[src/rtl/irq_arb_pkg.sv]
package irq_arb_pkg;
   localparam logic [1:0] CTL_PRIORITY = 2'b10;

   typedef struct packed {
      logic accept_hi;
      logic accept_lo;
   } mask_level_t;

   function automatic mask_level_t decode_mask(input logic [1:0] mode,
                                               input logic mi,
                                               input logic mui);
      mask_level_t lv;
      if (mode == CTL_PRIORITY) begin
         lv.accept_lo = ~mi;
         lv.accept_hi = ~(mi & mui);
      end else begin
         lv.accept_lo = ~mi;
         lv.accept_hi = ~mi;
      end
      return lv;
   endfunction
endpackage

[src/rtl/irq_cand_map.sv]
module irq_cand_map #(
   parameter int N_SRC    = 16,
   parameter int N_KEY    = 2,
   parameter int KEY_BASE = 6,
   localparam int NC      = N_SRC + N_KEY
) (
   input  logic [N_SRC-1:0] src_req,
   input  logic [N_KEY-1:0] key_req,
   input  logic [N_SRC-1:0] prio,
   input  logic             vec_mode,
   output logic [NC-1:0]    cand,
   output logic [NC-1:0]    cand_prio
);
   for (genvar s = 0; s < N_SRC; s++) begin : g_reg
      if (s >= KEY_BASE && s < KEY_BASE + N_KEY) begin : g_shared
         assign cand[s] = src_req[s] | (key_req[s-KEY_BASE] & ~vec_mode);
      end else begin : g_plain
         assign cand[s] = src_req[s];
      end
      assign cand_prio[s] = prio[s];
   end

   for (genvar k = 0; k < N_KEY; k++) begin : g_key
      assign cand[N_SRC+k]      = key_req[k] & vec_mode;
      assign cand_prio[N_SRC+k] = prio[KEY_BASE+k];
   end
endmodule

[src/rtl/irq_mask_gate.sv]
module irq_mask_gate
   import irq_arb_pkg::*;
#(
   parameter int NC = 18
) (
   input  logic [NC-1:0] cand,
   input  logic [NC-1:0] cand_prio,
   input  logic [1:0]    ctl_mode,
   input  logic          mask_i,
   input  logic          mask_ui,
   output logic [NC-1:0] elig_hi,
   output logic [NC-1:0] elig_lo
);
   mask_level_t lv;

   always_comb begin
      lv      = decode_mask(ctl_mode, mask_i, mask_ui);
      elig_hi = cand & cand_prio & {NC{lv.accept_hi}};
      elig_lo = cand & ~cand_prio & {NC{lv.accept_lo}};
   end
endmodule

[src/rtl/irq_first_set.sv]
module irq_first_set #(
   parameter int W  = 18,
   parameter int IW = 5
) (
   input  logic [W-1:0]  vec,
   output logic          found,
   output logic [IW-1:0] idx
);
   always_comb begin
      found = 1'b0;
      idx   = '0;
      for (int i = W - 1; i >= 0; i--) begin
         if (vec[i]) begin
            found = 1'b1;
            idx   = IW'(i);
         end
      end
   end
endmodule

[src/rtl/irq_vec_map.sv]
module irq_vec_map #(
   parameter int N_SRC    = 16,
   parameter int N_KEY    = 2,
   parameter int VEC_W    = 8,
   parameter int VEC_NMI  = 7,
   parameter int VEC_BASE = 16,
   parameter int VEC_KEY  = 104,
   localparam int SW      = $clog2(N_SRC + N_KEY + 1)
) (
   input  logic          is_nmi,
   input  logic [SW-1:0] src,
   output logic [VEC_W-1:0] vec
);
   logic [VEC_W-1:0] reg_vec;
   logic [VEC_W-1:0] key_vec;
   logic             is_key;

   assign reg_vec = VEC_W'(VEC_BASE) + VEC_W'(src);

   if (N_KEY > 0) begin : g_keyvec
      assign is_key  = (src >= SW'(N_SRC));
      assign key_vec = VEC_W'(VEC_KEY) + VEC_W'(src - SW'(N_SRC));
   end else begin : g_nokey
      assign is_key  = 1'b0;
      assign key_vec = '0;
   end

   always_comb begin
      if (is_nmi)      vec = VEC_W'(VEC_NMI);
      else if (is_key) vec = key_vec;
      else             vec = reg_vec;
   end
endmodule

[src/rtl/irq_prio_arbiter.sv]
module irq_prio_arbiter #(
   parameter int N_SRC    = 16,
   parameter int N_KEY    = 2,
   parameter int KEY_BASE = 6,
   parameter int VEC_W    = 8,
   parameter int VEC_NMI  = 7,
   parameter int VEC_BASE = 16,
   parameter int VEC_KEY  = 104,
   localparam int NC      = N_SRC + N_KEY,
   localparam int SW      = $clog2(NC + 1)
) (
   input  logic             clk,
   input  logic             rst_n,
   input  logic             nmi,
   input  logic [N_SRC-1:0] src_req,
   input  logic [N_KEY-1:0] key_req,
   input  logic [N_SRC-1:0] prio,
   input  logic [1:0]       ctl_mode,
   input  logic             mask_i,
   input  logic             mask_ui,
   input  logic             vec_mode,
   input  logic             irq_ack,
   output logic             irq_req,
   output logic [SW-1:0]    irq_src,
   output logic [VEC_W-1:0] irq_vec
);
   localparam logic [SW-1:0] NMI_ID = SW'(NC);

   if (N_SRC < 1) begin : g_bad_nsrc
      $error("irq_prio_arbiter: N_SRC must be at least 1");
   end
   if (N_KEY < 1 || KEY_BASE + N_KEY > N_SRC) begin : g_bad_key
      $error("irq_prio_arbiter: key groups must map onto regular sources");
   end
   if (VEC_BASE + N_SRC > (1 << VEC_W) || VEC_KEY + N_KEY > (1 << VEC_W)) begin : g_bad_vec
      $error("irq_prio_arbiter: vector range exceeds VEC_W");
   end

   logic [NC-1:0] cand, cand_prio, elig_hi, elig_lo;
   logic          hi_found, lo_found;
   logic [SW-1:0] hi_idx, lo_idx, win_src;
   logic          win_any;
   logic [VEC_W-1:0] win_vec;

   irq_cand_map #(.N_SRC(N_SRC), .N_KEY(N_KEY), .KEY_BASE(KEY_BASE)) map_i (
      .src_req(src_req), .key_req(key_req), .prio(prio), .vec_mode(vec_mode),
      .cand(cand), .cand_prio(cand_prio)
   );

   irq_mask_gate #(.NC(NC)) gate_i (
      .cand(cand), .cand_prio(cand_prio), .ctl_mode(ctl_mode),
      .mask_i(mask_i), .mask_ui(mask_ui),
      .elig_hi(elig_hi), .elig_lo(elig_lo)
   );

   irq_first_set #(.W(NC), .IW(SW)) pick_hi_i (
      .vec(elig_hi), .found(hi_found), .idx(hi_idx)
   );

   irq_first_set #(.W(NC), .IW(SW)) pick_lo_i (
      .vec(elig_lo), .found(lo_found), .idx(lo_idx)
   );

   always_comb begin
      win_any = nmi | hi_found | lo_found;
      if (nmi)           win_src = NMI_ID;
      else if (hi_found) win_src = hi_idx;
      else               win_src = lo_idx;
   end

   irq_vec_map #(
      .N_SRC(N_SRC), .N_KEY(N_KEY), .VEC_W(VEC_W),
      .VEC_NMI(VEC_NMI), .VEC_BASE(VEC_BASE), .VEC_KEY(VEC_KEY)
   ) vmap_i (
      .is_nmi(nmi), .src(win_src), .vec(win_vec)
   );

   always_ff @(posedge clk or negedge rst_n) begin
      if (!rst_n) begin
         irq_req <= 1'b0;
         irq_src <= '0;
         irq_vec <= '0;
      end else if (irq_req) begin
         if (irq_ack) irq_req <= 1'b0;
      end else begin
         irq_req <= win_any;
         if (win_any) begin
            irq_src <= win_src;
            irq_vec <= win_vec;
         end
      end
   end
endmodule

[config.mk]
export PLATFORM = sky130hd
export DESIGN_NAME = irq_prio_arbiter
export DESIGN_NICKNAME = d
export VERILOG_FILES = /design/src/rtl/irq_arb_pkg.sv /design/src/rtl/irq_cand_map.sv /design/src/rtl/irq_mask_gate.sv /design/src/rtl/irq_first_set.sv /design/src/rtl/irq_vec_map.sv /design/src/rtl/irq_prio_arbiter.sv
export SDC_FILE = /design/constraint.sdc
export NUM_CORES = 1
export LEC_CHECK = 0
export BUFFER_PORTS_ARGS = -buffer_cell sky130_fd_sc_hd__buf_4
export CORE_UTILIZATION = 43
export CTS_CLUSTER_DIAMETER = 60
export DETAILED_ROUTE_END_ITERATION = 8
export PLACE_DENSITY = 0.87
export RECOVER_POWER = 50
export SETUP_SLACK_MARGIN = 0.02
export SYNTH_ARGS = -nofsm -noshare
export SYNTH_HDL_FRONTEND = slang
export SYNTH_SLANG_ARGS = --single-unit
[constraint.sdc]
create_clock -name clk -period 1.1 [get_ports clk]
set_input_delay 0.33 -clock clk [delete_from_list [all_inputs] [get_ports clk]]
set_output_delay 0.33 -clock clk [all_outputs]
set_load 0.01 [all_outputs]
======== Word level (Yosys, flattened, before mapping) ========
Cells that the tools add are included.
operators by class
  bitwise logic cells ..................... 18
  add/subtract/negate cells ............... 3
  equality and inequality tests ........... 1
  $lt $le $gt $ge ......................... 1
  muxes and demuxes ....................... 79
  reduce and logical (&&, ||, !) cells .... 1
operators with widths
  kind                                                                 number
  5-bit two-way mux                                                    38
  18-bit AND                                                           4
  1-bit two-way mux                                                    38
  18-bit NOT                                                           1
  8-bit two-way mux                                                    2
  7-bit by 8-bit adder with 8-bit output (first input constant)        1
  5-bit by 5-bit adder with 6-bit output (first input constant)        1
  5-bit by 5-bit subtractor with 6-bit output (second input constant)  1
  1-bit AND                                                            5
  5-bit greater-or-equal comparator (second input constant)            1
  1-bit NOT                                                            4
  1-bit bitwise OR                                                     4
  2-bit == test (second input constant)                                1
  2-bit two-way mux                                                    1
  2-bit AND reduction                                                  1
storage, ports and cells
  bits in registers ....................... 14
  logic and storage cells ................. 106
  bits of input ports ..................... 43
  output and inout bits ................... 14

======== Longest topological paths before layout ========
Gate-level depths: netlist of the first run.
  depth in word-level cells ............... 29
  depth in mapped cells ................... 9
  gate-level depth less buffers ........... 7

======== By module ========
From an unflattened synthesis of the first run, not the netlist that was laid out.
second synthesis, totals
  cells, all modules ...................... 221
  area total of the unflattened synthesis .. 1910.6 sq um
by module, submodules not included
  module            times used  area an instance (sq um)  cells each
  irq_prio_arbiter  1           676.9                     42
  irq_first_set     2           235.2                     34
  irq_mask_gate     1           386.6                     61
  irq_cand_map      1           274.0                     37
  irq_vec_map       1           102.6                     13

======== Least setup slack after synthesis of the first run ========
Ideal clock, no wire load.
  path type ............................... input -> register
  start ................................... in src_req[11]
  end ..................................... reg irq_src[0]
  data arrival time ....................... 1.602 ns
  path slack .............................. -0.623 ns
  stages .................................. 7
  cell sequence ........................... a22o_1 nand4bb_4 o31ai_1 a41o_1 buf_6 nor2_2 a22o_1
between the ends
  longest elaborated chain between the ends .. 17
  elaborated cells on any way between the ends .. 57
  those cells by class .................... 50 x mux; 6 x bitwise; 1 x reduce/logical
ends and longest elaborated chain
  what                              line                    RTL
  start, declared                   irq_prio_arbiter.sv:15  input logic [N_SRC-1:0] src_req,
  18-bit AND (2 in series)          irq_mask_gate.sv:18     elig_hi = cand & cand_prio & {NC{lv.accept_hi}};
  1-bit two-way mux (12 in series)  irq_first_set.sv:13     if (vec[i]) begin
  1-bit bitwise OR (2 in series)    irq_prio_arbiter.sv:65  win_any = nmi | hi_found | lo_found;
  2-bit AND reduction (no line)     --
  end signal, assigned              irq_prio_arbiter.sv:88  irq_src <= win_src;
  end, declared                     irq_prio_arbiter.sv:24  output logic [SW-1:0] irq_src,
Several ways; a longest one is shown, not always the timed one.
A chain may end at the register's enable or synchronous reset.

======== Final worst setup path of the first run ========
  start ................................... in prio[11]
  end ..................................... reg irq_vec[2]
between the ends
  longest elaborated chain between the ends .. 21
  elaborated cells on any way between the ends .. 64
  those cells by class .................... 3 x add/sub; 1 x order compare; 52 x mux; 7 x bitwise; 1 x reduce/logical
ends and longest elaborated chain
  what                                         line                    RTL
  start, declared                              irq_prio_arbiter.sv:17  input logic [N_SRC-1:0] prio,
  18-bit NOT                                   irq_mask_gate.sv:19     elig_lo = cand & ~cand_prio & {NC{lv.accept_lo}};
  18-bit AND (2 in series)                     irq_mask_gate.sv:19
  5-bit two-way mux (12 in series)             irq_first_set.sv:13
  5-bit two-way mux                            irq_prio_arbiter.sv:67  else if (hi_found) win_src = hi_idx;
  5-bit two-way mux                            irq_prio_arbiter.sv:66  if (nmi) win_src = NMI_ID;
  5-bit by 5-bit subtractor with 6-bit output  irq_vec_map.sv:22       assign key_vec = VEC_W'(VEC_KEY) + VEC_W'(src - SW'(N_SRC));
  7-bit by 8-bit adder with 8-bit output       irq_vec_map.sv:22
  8-bit two-way mux                            irq_vec_map.sv:30       else if (is_key) vec = key_vec;
  8-bit two-way mux                            irq_vec_map.sv:29       if (is_nmi) vec = VEC_W'(VEC_NMI);
  end signal, assigned                         irq_prio_arbiter.sv:89  irq_vec <= win_vec;
  end, declared                                irq_prio_arbiter.sv:25  output logic [VEC_W-1:0] irq_vec
Several ways; a longest one is shown, not always the timed one.

==> qor.txt, run 1 <==
most used cell, CP: nor2_1
ys async rst share: 100%
Fill cells: 98
drt drc: 2
core footprint: 2830 µm²
crit start category: input pin
HPWL after DPL: 3390 µm
IO Port Bufs: 56
Post-Syn Instances: 162
synthesis-stage register bit count: 13
CP Capture Type: register
Max VDD drop: 0.00182 V
Post-Layout Cell Count: 309
max cap viols: 0
failing checks: design-rule violations, negative setup slack
Max-slew headroom: 69.5%
Seq pwr share: 24.0%
CP max-delay cell: a211o_1
Ys Warns: 0
Synth top area share: 24.6%
status: finished with violations
Clk Latency, worst-skew pair: 310 ps
ant diodes: 0
Yosys top cell by area: dfrtp_1
pre-CTS WS: -956 ps
Netlist cell types: 48
Final setup viols: 27
GRT Residual Overflow: 0
syn nets: 205
Area growth syn-to-layout: 98.1%
vias per std cell: 7.04
top cells by count, synth: nand2_1 (19), nand2b_1 (17), dfrtp_1 (13)
FP Rows: 19
crit-path max FO: 3
CTS tree: yes
period utilization: 158%
vias in the first global route: 1841
CTS Buffer Depth: 2
final core occ: 92.5%
Post-synth EDFFs: 0
Vias: 2176
clock skew: 18.1 ps
Final Net Count: 322
first-pass GRT wire length: 9030 µm
met3 wire length: 813 µm
die width: 57.4 µm
largest net degree at the start of global routing: 15
crit path kind: in2reg
clock slew seen by the registers of the worst setup and hold paths: 110 ps
pwr/cell area: 1270 nW/µm²
Final Max Slew Viols: 0
cell-internal power: 1.99 mW
Metal-1 WL: 2730 µm
count leader, synth: nand2_1
share of cells above drive strength 1: 60.4%
Antenna Nets Post-Route: 0
H-tree depth: 1
Final Hold Vio Count: 0
Top FF cell, synth: dfrtp_1
initial drt markers: 348
Synth Area per Inst: 8.16 µm²
measured slew at the worst slew-check pin: 455 ps
Placed Instances: 287
RSZ-0062 raised after global routing: true
largest delay contributor family on the critical path: compound AO/OA/AOI/OAI gates
met2 wire length: 3420 µm
gr usage total: 36.1%
Final GP Congestion: 0.880
Clock Sinks: 13
Clk pwr share: 10.3%
sequential share of the synthesized area: 24.6%
sw frac: 39.8%
Worst Path Required: 1300 ps
chip height: 57.4 µm
Clock Tree Root: clkbuf_4
Lkg Pwr: 1.26 nW
min-delay worst type: in2reg
Initial Util: 46.7%
drt pass-1 iters: 9
fmax: 576 MHz
worst path buffer plus inverter count: 1
initial antenna violation count: 0
DRT Wirelength: 7640 µm
WP data arrival: 1940 ps
Post-Syn Area: 1320 µm²
I/O pins: 57
post-route setup slack: -637 ps
CTS Buf Count: 3
Psw: 1.32 mW
cells along the critical path: buf_6 > nand2b_1 > a21oi_2 > nor2_1 > a211o_1 > a32o_2 > nor2_1 > o21ai_1
largest cells by area after synthesis: dfrtp_1 (25%), nand2b_1 (8.0%), nand2_1 (5.4%)
worst stage delay on the critical path: 320 ps
Routed WL per cell: 24.7 µm
Top Metal Used: met4
die area: 3300 µm²
fin crit period: 1740 ps
logic gate share of total power: 65.7%
cells by family (layout without fill, tap and decap cells):
family          after synthesis  after routing  share of synthesized area [%]
simple gates                 67             67                           29.0
flops                        13             13                           24.6
compound gates               71             71                           41.8
buf+inv                      11            127                           4.64
worst paths after layout:
kind	end	cells after the start	startpoint	slack [ps]
min in group asynchronous	irq_vec[2]	2	rst_n	470
max in group asynchronous	irq_req	2	rst_n	340
max reg2reg	irq_vec[1]	4	irq_req	-190
min	irq_req	2	irq_ack	210
max	irq_vec[2]	8	prio[11]	-640
min reg2reg	irq_vec[7]	1	irq_vec[7]	520
metal layers:
layer | GRT usage, % | vias to the layer above
met5 | 0 | -
met4 | 17.1 | 0
met3 | 3.63 | 90
met2 | 59.5 | 232
met1 | 47.4 | 989
li1 | - | 865
flip-flops by register name (all words and copies together), names as in the netlist:
signal   flops
irq_src      5
irq_vec      7
irq_req      1
through the flow:
stage	TNS (ps)	hold WS [ps]	total power, mW	instance area [µm²]
5_1_grt	-10170	196	3.42	2620
2_1_floorplan	-7230	34.4	1.48	1340
3_3_place_gp	-10350	177	2.18	2090
4_1_cts	-6730	186	2.90	2390
6_report	-8750	206	3.31	2620
3_5_place_dp	-11430	182	2.22	2090
cell usage in the layout, fill, tap and decap left out, types with 3 or more instances in the layout:
cell type,count
buf_4,82
a22o_1,7
buf_6,28
nand2b_1,8
o21ai_1,8
inv_1,7
nand2b_4,10
nor2b_4,3
a21oi_2,7
clkbuf_4,3
a31oi_1,3
dfrtp_1,13
nor2_1,7
a21oi_1,4
and2_1,3
nand2_1,17
a22oi_2,4
nor2b_1,3
nand3_1,4
repair_timing:
item                                    in CTS  in global routing
endpoints found under the setup margin      27                 27
gates resized for setup                     48                 37
setup buffers                               11                  6
hold endpoints to repair                    13                  0
pin swaps                                    9                 17
hold buffers                                 1                  0
layout make-up:
class / count / area (µm²) / share of cell area (%)
Clock buffer: 3 / 22.5 / 0.860
Sequential cell: 13 / 325 / 12.4
Inverter: 7 / 26.3 / 1.00
Multi-Input combinational cell: 138 / 1180 / 45.2
Clock inverter: 1 / 5.00 / 0.191
Tap cell: 31 / 38.8 / 1.48
Timing Repair Buffer: 116 / 1020 / 38.8
power groups by stage:
| stage | Sequential (mW) | Clock [mW] | Combinational (mW) |
|---|---|---|---|
| after floorplan | 0.823 | 0 | 0.661 |
| after global placement | 0.743 | 0 | 1.44 |
| after detailed placement | 0.742 | 0 | 1.47 |
| after CTS | 0.761 | 0.312 | 1.82 |
| after global routing | 0.804 | 0.356 | 2.26 |
| final | 0.795 | 0.342 | 2.18 |
worst register-to-register path: stages, from the launching register on:
cell	delay, ps
dfrtp_1	430
a41o_1	260
buf_12	160
a2111oi_4	270
a21oi_1	70
(Power assumes the default switching activity.)
==> run 2, diff against run 1 <==
--- a/config.mk
+++ b/config.mk
@@ -9,8 +9,10 @@
 export CORE_UTILIZATION = 43
 export CTS_CLUSTER_DIAMETER = 60
 export DETAILED_ROUTE_END_ITERATION = 8
+export GPL_TIMING_DRIVEN = 1
 export PLACE_DENSITY = 0.87
 export RECOVER_POWER = 50
+export REMOVE_ABC_BUFFERS = 1
 export SETUP_SLACK_MARGIN = 0.02
 export SYNTH_ARGS = -nofsm -noshare
 export SYNTH_HDL_FRONTEND = slang
==> run 2 against run 1 <==
Effect of this change:
- the flow still finishes with violations (design-rule violations, negative setup slack)
- combinational power grew 2%
- sequential share of layout area grew 0.53 points
- cell count shrank 1.3%
- clock power shrank 11%
- highest routed layer unchanged
- sequential power is essentially flat
- via count shrank 7.9%
- critical endpoint is now irq_vec[4]
- routed wire length shrank 14%
==> qor.txt, run 2 (same netlist as run 1, synthesis figures left out) <==
Fill cells: 121 (+23%)
crit start category: input pin
largest net degree at the start of global routing: 14 (-1)
Psw: 1.31 mW (-0.91%)
area of the multi-input gates: 1110 µm² (-6.0%)
I/O pins: 57 (unchanged)
Largest Register: irq_vec
failing checks: design-rule violations, negative setup slack
fmax: 569 MHz (-1.2%)
FP Rows: 19 (unchanged)
Clock Sinks: 13 (unchanged)
IO Port Bufs: 56 (unchanged)
cell-internal power: 2.02 mW (+1.1%)
biggest regs: irq_vec: 7 flops, irq_src: 5 flops, irq_req: 1 flops
drt pass-1 iters: 7 (-2)
die area: 3300 µm² (unchanged)
crit-path max FO: 6 (+3)
post-route setup slack: -658 ps (-21.2 ps)
WP data arrival: 1990 ps (+50 ps)
CTS tree: yes
clock skew: 11.8 ps (-6.27 ps)
most common cell after layout, fill and taps aside: buf_4
most frequent cells in the layout: buf_4 (75), buf_6 (33), nand2_1 (16)
initial antenna violation count: 0 (unchanged)
Final Net Count: 318 (-1.2%)
Final Max Slew Viols: 0 (unchanged)
sw frac: 39.3% (-0.48 points)
initial drt markers: 194 (-44%)
Clk pwr share: 9.2% (-1.1 points)
CTS Buf Count: 3 (unchanged)
chip height: 57.4 µm (unchanged)
crit path kind: in2reg
gr usage total: 35.3% (-0.81 points)
Area growth syn-to-layout: 90.0%
max FFs per register: 7 (unchanged)
worst hold margin: 200 ps (-6.15 ps)
period utilization: 160% (+1.9 points)
ant diodes: 0 (unchanged)
RSZ-0062 raised after global routing: true
min-delay worst type: in2reg
GRT Residual Overflow: 0 (unchanged)
die width: 57.4 µm (unchanged)
measured slew at the worst slew-check pin: 360 ps (-94.9 ps)
status: finished with violations
Initial Util: 46.7% (unchanged)
Max-slew headroom: 76.0% (+6.5 points)
vias per std cell: 6.57 (-6.7%)
DRT Wirelength: 6580 µm (-14%)
vias in the first global route: 1897 (+3.0%)
reg2reg setup slack: -230 ps (-40 ps)
Seq. cell area: 325 µm² (unchanged)
logic gate share of total power: 66.8% (+1.1 points)
HPWL after DPL: 3500 µm (+3.1%)
max cap viols: 0 (unchanged)
Worst Path Required: 1330 ps (+30 ps)
pre-CTS WS: -952 ps (+4.09 ps)
first-pass GRT wire length: 8830 µm (-2.1%)
Final GP Congestion: 0.857 (-2.5%)
Final setup viols: 27 (unchanged)
Clk Latency, worst-skew pair: 290 ps (-20 ps)
CP Capture Type: register
drt drc: 5 (+3)
core footprint: 2830 µm² (unchanged)
Seq pwr share: 23.9% (about the same)
H-tree depth: 1 (unchanged)
Antenna Nets Post-Route: 0 (unchanged)
share of cells above drive strength 1: 58.0% (-2.4 points)
Max VDD drop: 0.00162 V (-11%)
pwr/cell area: 1320 nW/µm² (+4.6%)
Clock Tree Root: clkbuf_4
Routed WL per cell: 21.6 µm (-13%)
Lkg Pwr: 1.21 nW (-3.8%)
Final Hold Vio Count: 0 (unchanged)
Vias: 2005 (-7.9%)
CTS Buffer Depth: 2 (unchanged)
clock slew seen by the registers of the worst setup and hold paths: 90 ps (-20 ps)
fin crit period: 1760 ps (+21.2 ps)
[run 2: per-stage QoR]
step                TNS [ps]  std cells  total power, mW  util [%]  area, µm²
finish                 -9010        305             3.32      88.7       2510
CTS                    -7050        299             2.89      83.6       2360
global placement      -10350        290             2.16      73.6       2080
global route          -10280        305             3.45      88.7       2510
detailed placement    -11140        290             2.20      73.6       2080
floorplan             -10040        158             1.36         -       1290
[run 2: final timing paths]
| check | end | depth (start not counted) | start |
|---|---|---|---|
| worst max-delay path | irq_vec[4] | 8 | prio[9] |
| worst min-delay path | irq_req | 2 | irq_ack |
| worst max register to register | irq_vec[4] | 4 | irq_req |
| worst min register to register | irq_src[3] | 2 | irq_src[3] |
| max in group asynchronous | irq_vec[0] | 2 | rst_n |
| min in group asynchronous | irq_src[0] | 2 | rst_n |
[run 2: cell type report]
cell class,instances,share of cell area [%]
multi-input cells,138,44.3
repair buffers,112,39.0
flip-flops and latches,13,13.0
well taps,31,1.55
inverters,7,1.05
clock buffers,3,0.897
clock inverters,1,0.199
[run 2: per-layer routing]
metal / global-route usage [%] / wire (µm)
met5: 0 / 0
met3: 6.12 / 618
met1: 40.8 / 2340
met2: 62.0 / 3250
met4: 18.1 / 371
[run 2: timing repair]
action	4_1_cts	5_1_grt
pin swaps	27	11
endpoints found under the hold margin	13	0
setup buffers	4	6
setup endpoints to repair	27	27
hold buffers	1	0
gates resized for setup	54	24
[run 2: worst max-delay path, stage by stage]
cell       delay (ps)
buf_6             100
a22o_1            290
nand4bb_4         240
o31ai_2           250
a41o_1            310
buf_6             160
buf_8             140
a22o_1            160
[run 2: power groups by stage]
stage / registers, mW / logic (mW) / clock network, mW
2_1_floorplan: 0.823 / 0.541 / 0
3_3_place_gp: 0.745 / 1.41 / 0
3_5_place_dp: 0.748 / 1.45 / 0
4_1_cts: 0.772 / 1.81 / 0.306
5_1_grt: 0.808 / 2.32 / 0.321
6_report: 0.796 / 2.22 / 0.306
==> run 3, diff against run 2 <==
--- a/config.mk
+++ b/config.mk
@@ -6,14 +6,15 @@
 export NUM_CORES = 1
 export LEC_CHECK = 0
 export BUFFER_PORTS_ARGS = -buffer_cell sky130_fd_sc_hd__buf_4
-export CORE_UTILIZATION = 43
+export CORE_UTILIZATION = 48
 export CTS_CLUSTER_DIAMETER = 60
 export DETAILED_ROUTE_END_ITERATION = 8
 export GPL_TIMING_DRIVEN = 1
-export PLACE_DENSITY = 0.87
+export PLACE_DENSITY = 0.89
 export RECOVER_POWER = 50
 export REMOVE_ABC_BUFFERS = 1
 export SETUP_SLACK_MARGIN = 0.02
 export SYNTH_ARGS = -nofsm -noshare
 export SYNTH_HDL_FRONTEND = slang
+export SYNTH_HIERARCHICAL = 1
 export SYNTH_SLANG_ARGS = --single-unit
==> run 3 against run 2 <==
Effect of this change:
- the flow finishes with violations (negative setup slack)
- register-to-register slack gained 150 ps
- highest routed layer unchanged
- global-route usage fell by 4.3 points
- critical path type unchanged
- largest cell class unchanged
- fmax shrank 38%
- sequential share of layout area shrank 1.7 points
- sequential cell count is 1 higher
==> qor.txt, run 3 <==
fmax: 354 MHz (-38%)
CP Capture Type: register
CTS Buffer Depth: 2 (unchanged)
Top FF cell, synth: dfrtp_1
max cap viols: 0 (unchanged)
top cells by count, synth: buf_4 (32), nand2_1 (22), nor3b_1 (19)
largest net degree at the start of global routing: 25 (+11)
biggest regs: irq_vec: 8 flops, irq_src: 5 flops, irq_req: 1 flops
Max VDD drop: 0.000735 V (-55%)
Max-slew headroom: 59.3% (-17 points)
H-tree depth: 1 (unchanged)
cell-internal power: 1.68 mW (-17%)
WP data arrival: 2950 ps (+960 ps)
logic gate share of total power: 58.0% (-8.8 points)
Synth top area share: 18.3% (-6.3 points)
Ys Warns: 6 (+6)
DP Area: 2530 µm² (+22%)
GRT Residual Overflow: 0 (unchanged)
failing checks: negative setup slack
drt drc: 0 (-5)
die area: 4240 µm² (+28%)
Psw: 0.870 mW (-33%)
die width: 65.1 µm (+13%)
Final Max Slew Viols: 0 (unchanged)
vias per std cell: 5.79 (-12%)
Routed WL per cell: 19.1 µm (-12%)
Vias: 2176 (+8.5%)
Netlist cell types: 42 (-13%)
CTS Buf Count: 3 (unchanged)
Area growth syn-to-layout: 63.0%
share of cells above drive strength 1: 64.6% (+6.6 points)
initial antenna violation count: 0 (unchanged)
largest cells by area after synthesis: dfrtp_1 (18%), buf_4 (13%), mux2_4 (7.9%)
sw frac: 34.1% (-5.2 points)
sequential share of the synthesized area: 18.3% (-6.3 points)
Post-synth EDFFs: 0 (unchanged)
drt pass-1 iters: 4 (-3)
Worst setup startpoint: mask_ui
clock slew seen by the registers of the worst setup and hold paths: 50 ps (-40 ps)
FP Rows: 22 (+3)
max FFs per register: 8 (+1)
Yosys top cell by area: dfrtp_1
Antenna Nets Post-Route: 0 (unchanged)
min-delay worst type: in2reg
count leader, synth: buf_4
fin area: 3110 µm² (+24%)
vias in the first global route: 2181 (+15%)
status: finished with violations
Clk Latency, worst-skew pair: 250 ps (-40 ps)
hold path startpoint: irq_ack
gr usage total: 31.0% (-4.3 points)
initial drt markers: 160 (-18%)
most frequent cells in the layout: buf_4 (114), buf_6 (24), nand2_1 (22)
DRT Wirelength: 7180 µm (+9.0%)
ys async rst share: 100% (unchanged)
clock skew: 1.93 ps (-9.88 ps)
Fill cells: 198 (+64%)
most used cell, CP: buf_6
worst stage delay on the critical path: 440 ps (+130 ps)
Final Hold Vio Count: 0 (unchanged)
Clk pwr share: 16.3% (+7.1 points)
Post-Syn Area: 1910 µm² (+45%)
Lkg Pwr: 1.43 nW (+18%)
Synth Area per Inst: 8.65 µm² (+6.0%)
measured slew at the worst slew-check pin: 605 ps (+245 ps)
worst hold margin: 258 ps (+58.3 ps)
Worst Path Required: 1230 ps (-100 ps)
IO Port Bufs: 56 (unchanged)
cells along the critical path: buf_6 > or3b_4 > buf_12 > a21oi_4 > nor2_1 > nand2_1 > and2b_1 > nand4_1 > buf_6 > nor2b_4 > a211o_2 > inv_2 > ha_4 > and2b_2 > mux2_4
CTS tree: yes
ant diodes: 0 (unchanged)
Final Net Count: 376 (+18%)
Post-Syn Instances: 221 (+36%)
most common cell after layout, fill and taps aside: buf_4
CP max-delay cell: or3b_4
period utilization: 257% (+97 points)
final core occ: 83.2% (-5.5 points)
crit-path max FO: 5 (-1)
worst r2r src: irq_req
Initial Util: 51.0% (+4.3 points)
Final GP Congestion: 0.831 (-3.1%)
RSZ-0062 raised after global routing: true
Largest Register: irq_vec
pwr/cell area: 819 nW/µm² (-38%)
Clock Tree Root: clkbuf_8
first-pass GRT wire length: 10000 µm (+14%)
I/O pins: 57 (unchanged)
chip height: 65.1 µm (+13%)
crit start category: input pin
Clock Sinks: 14 (+1)
HPWL after DPL: 3830 µm (+9.5%)
crit path kind: in2reg
Final setup viols: 22 (-19%)
core footprint: 3740 µm² (+32%)
post-route setup slack: -1720 ps (-1060 ps)
Seq pwr share: 25.8% (+1.9 points)
fin crit period: 2820 ps (+1060 ps)
Fin Setup TNS: -21750 ps (-12740 ps)
synthesis-stage register bit count: 14 (+1)
run 3: worst paths after layout:
path	endpoint	cells past startpoint	slack, ps
worst min register to register	irq_src[1]	1	540
worst min-delay path	irq_req	2	260
worst max register to register	irq_vec[5]	3	-80
max in group asynchronous	irq_src[3]	2	310
worst max-delay path	irq_vec[3]	15	-1720
min in group asynchronous	irq_vec[7]	2	530
run 3: power by group through the flow:
stage          Sequential (mW)  Combinational (mW)  Clock, mW
6_report                 0.657                1.48      0.415
5_1_grt                  0.665                1.54      0.438
4_1_cts                  0.653                1.27      0.420
3_5_place_dp             0.648                1.05          0
3_3_place_gp             0.645                1.02          0
2_1_floorplan            0.676               0.470          0
run 3: area by class of cell:
| class | instances | area [µm²] | share of cell area, % |
|---|---|---|---|
| Clock buffer | 3 | 41.3 | 1.33 |
| Inverter | 11 | 41.3 | 1.33 |
| Multi-Input combinational cell | 156 | 1390 | 44.7 |
| Sequential cell | 14 | 350 | 11.2 |
| Tap cell | 48 | 60.1 | 1.93 |
| Timing Repair Buffer | 144 | 1230 | 39.5 |
run 3: what timing repair did:
action / in CTS / in global routing
buffers inserted: 22 / 9
pin swaps: 19 / 13
cloned: 2 / 0
setup endpoints to repair: 28 / 28
gates resized for setup: 46 / 20
hold buffers: 1 / 0
hold endpoints to repair: 14 / 0
run 3: metal layers:
layer | global-route usage, % | up-vias | share of wire [%]
li1 | - | 964 | -
met1 | 37.8 | 1063 | 42
met2 | 52.5 | 118 | 49
met3 | 5.21 | 31 | 5.9
met4 | 15.2 | 0 | 3.9
met5 | 0 | - | 0
run 3: critical path: cells and delay by family:
family	cells	cell delay, ps
adder cells (fa/ha/maj)	1	210
multiplexers	1	250
AND/OR/NAND/NOR	7	1180
buffers and inverters	4	520
AO/OA/AOI/OAI	2	440
run 3: stage by stage:
stage          worst slack, ps  instances  power (mW)
2_1_floorplan            -2090        181        1.15
3_3_place_gp             -1800        345        1.67
3_5_place_dp             -1910        345        1.70
4_1_cts                  -1580        369        2.35
5_1_grt                  -1770        376        2.65
6_report                 -1720        376        2.55
run 3: kinds of logic after synthesis:
kind of cell,after synthesis,share of synthesized area (%)
compound gates,42,17.9
mux,17,11.7
buf+inv,51,18.9
fa+ha+maj,3,1.96
simple gates,94,31.2
flops,14,18.3
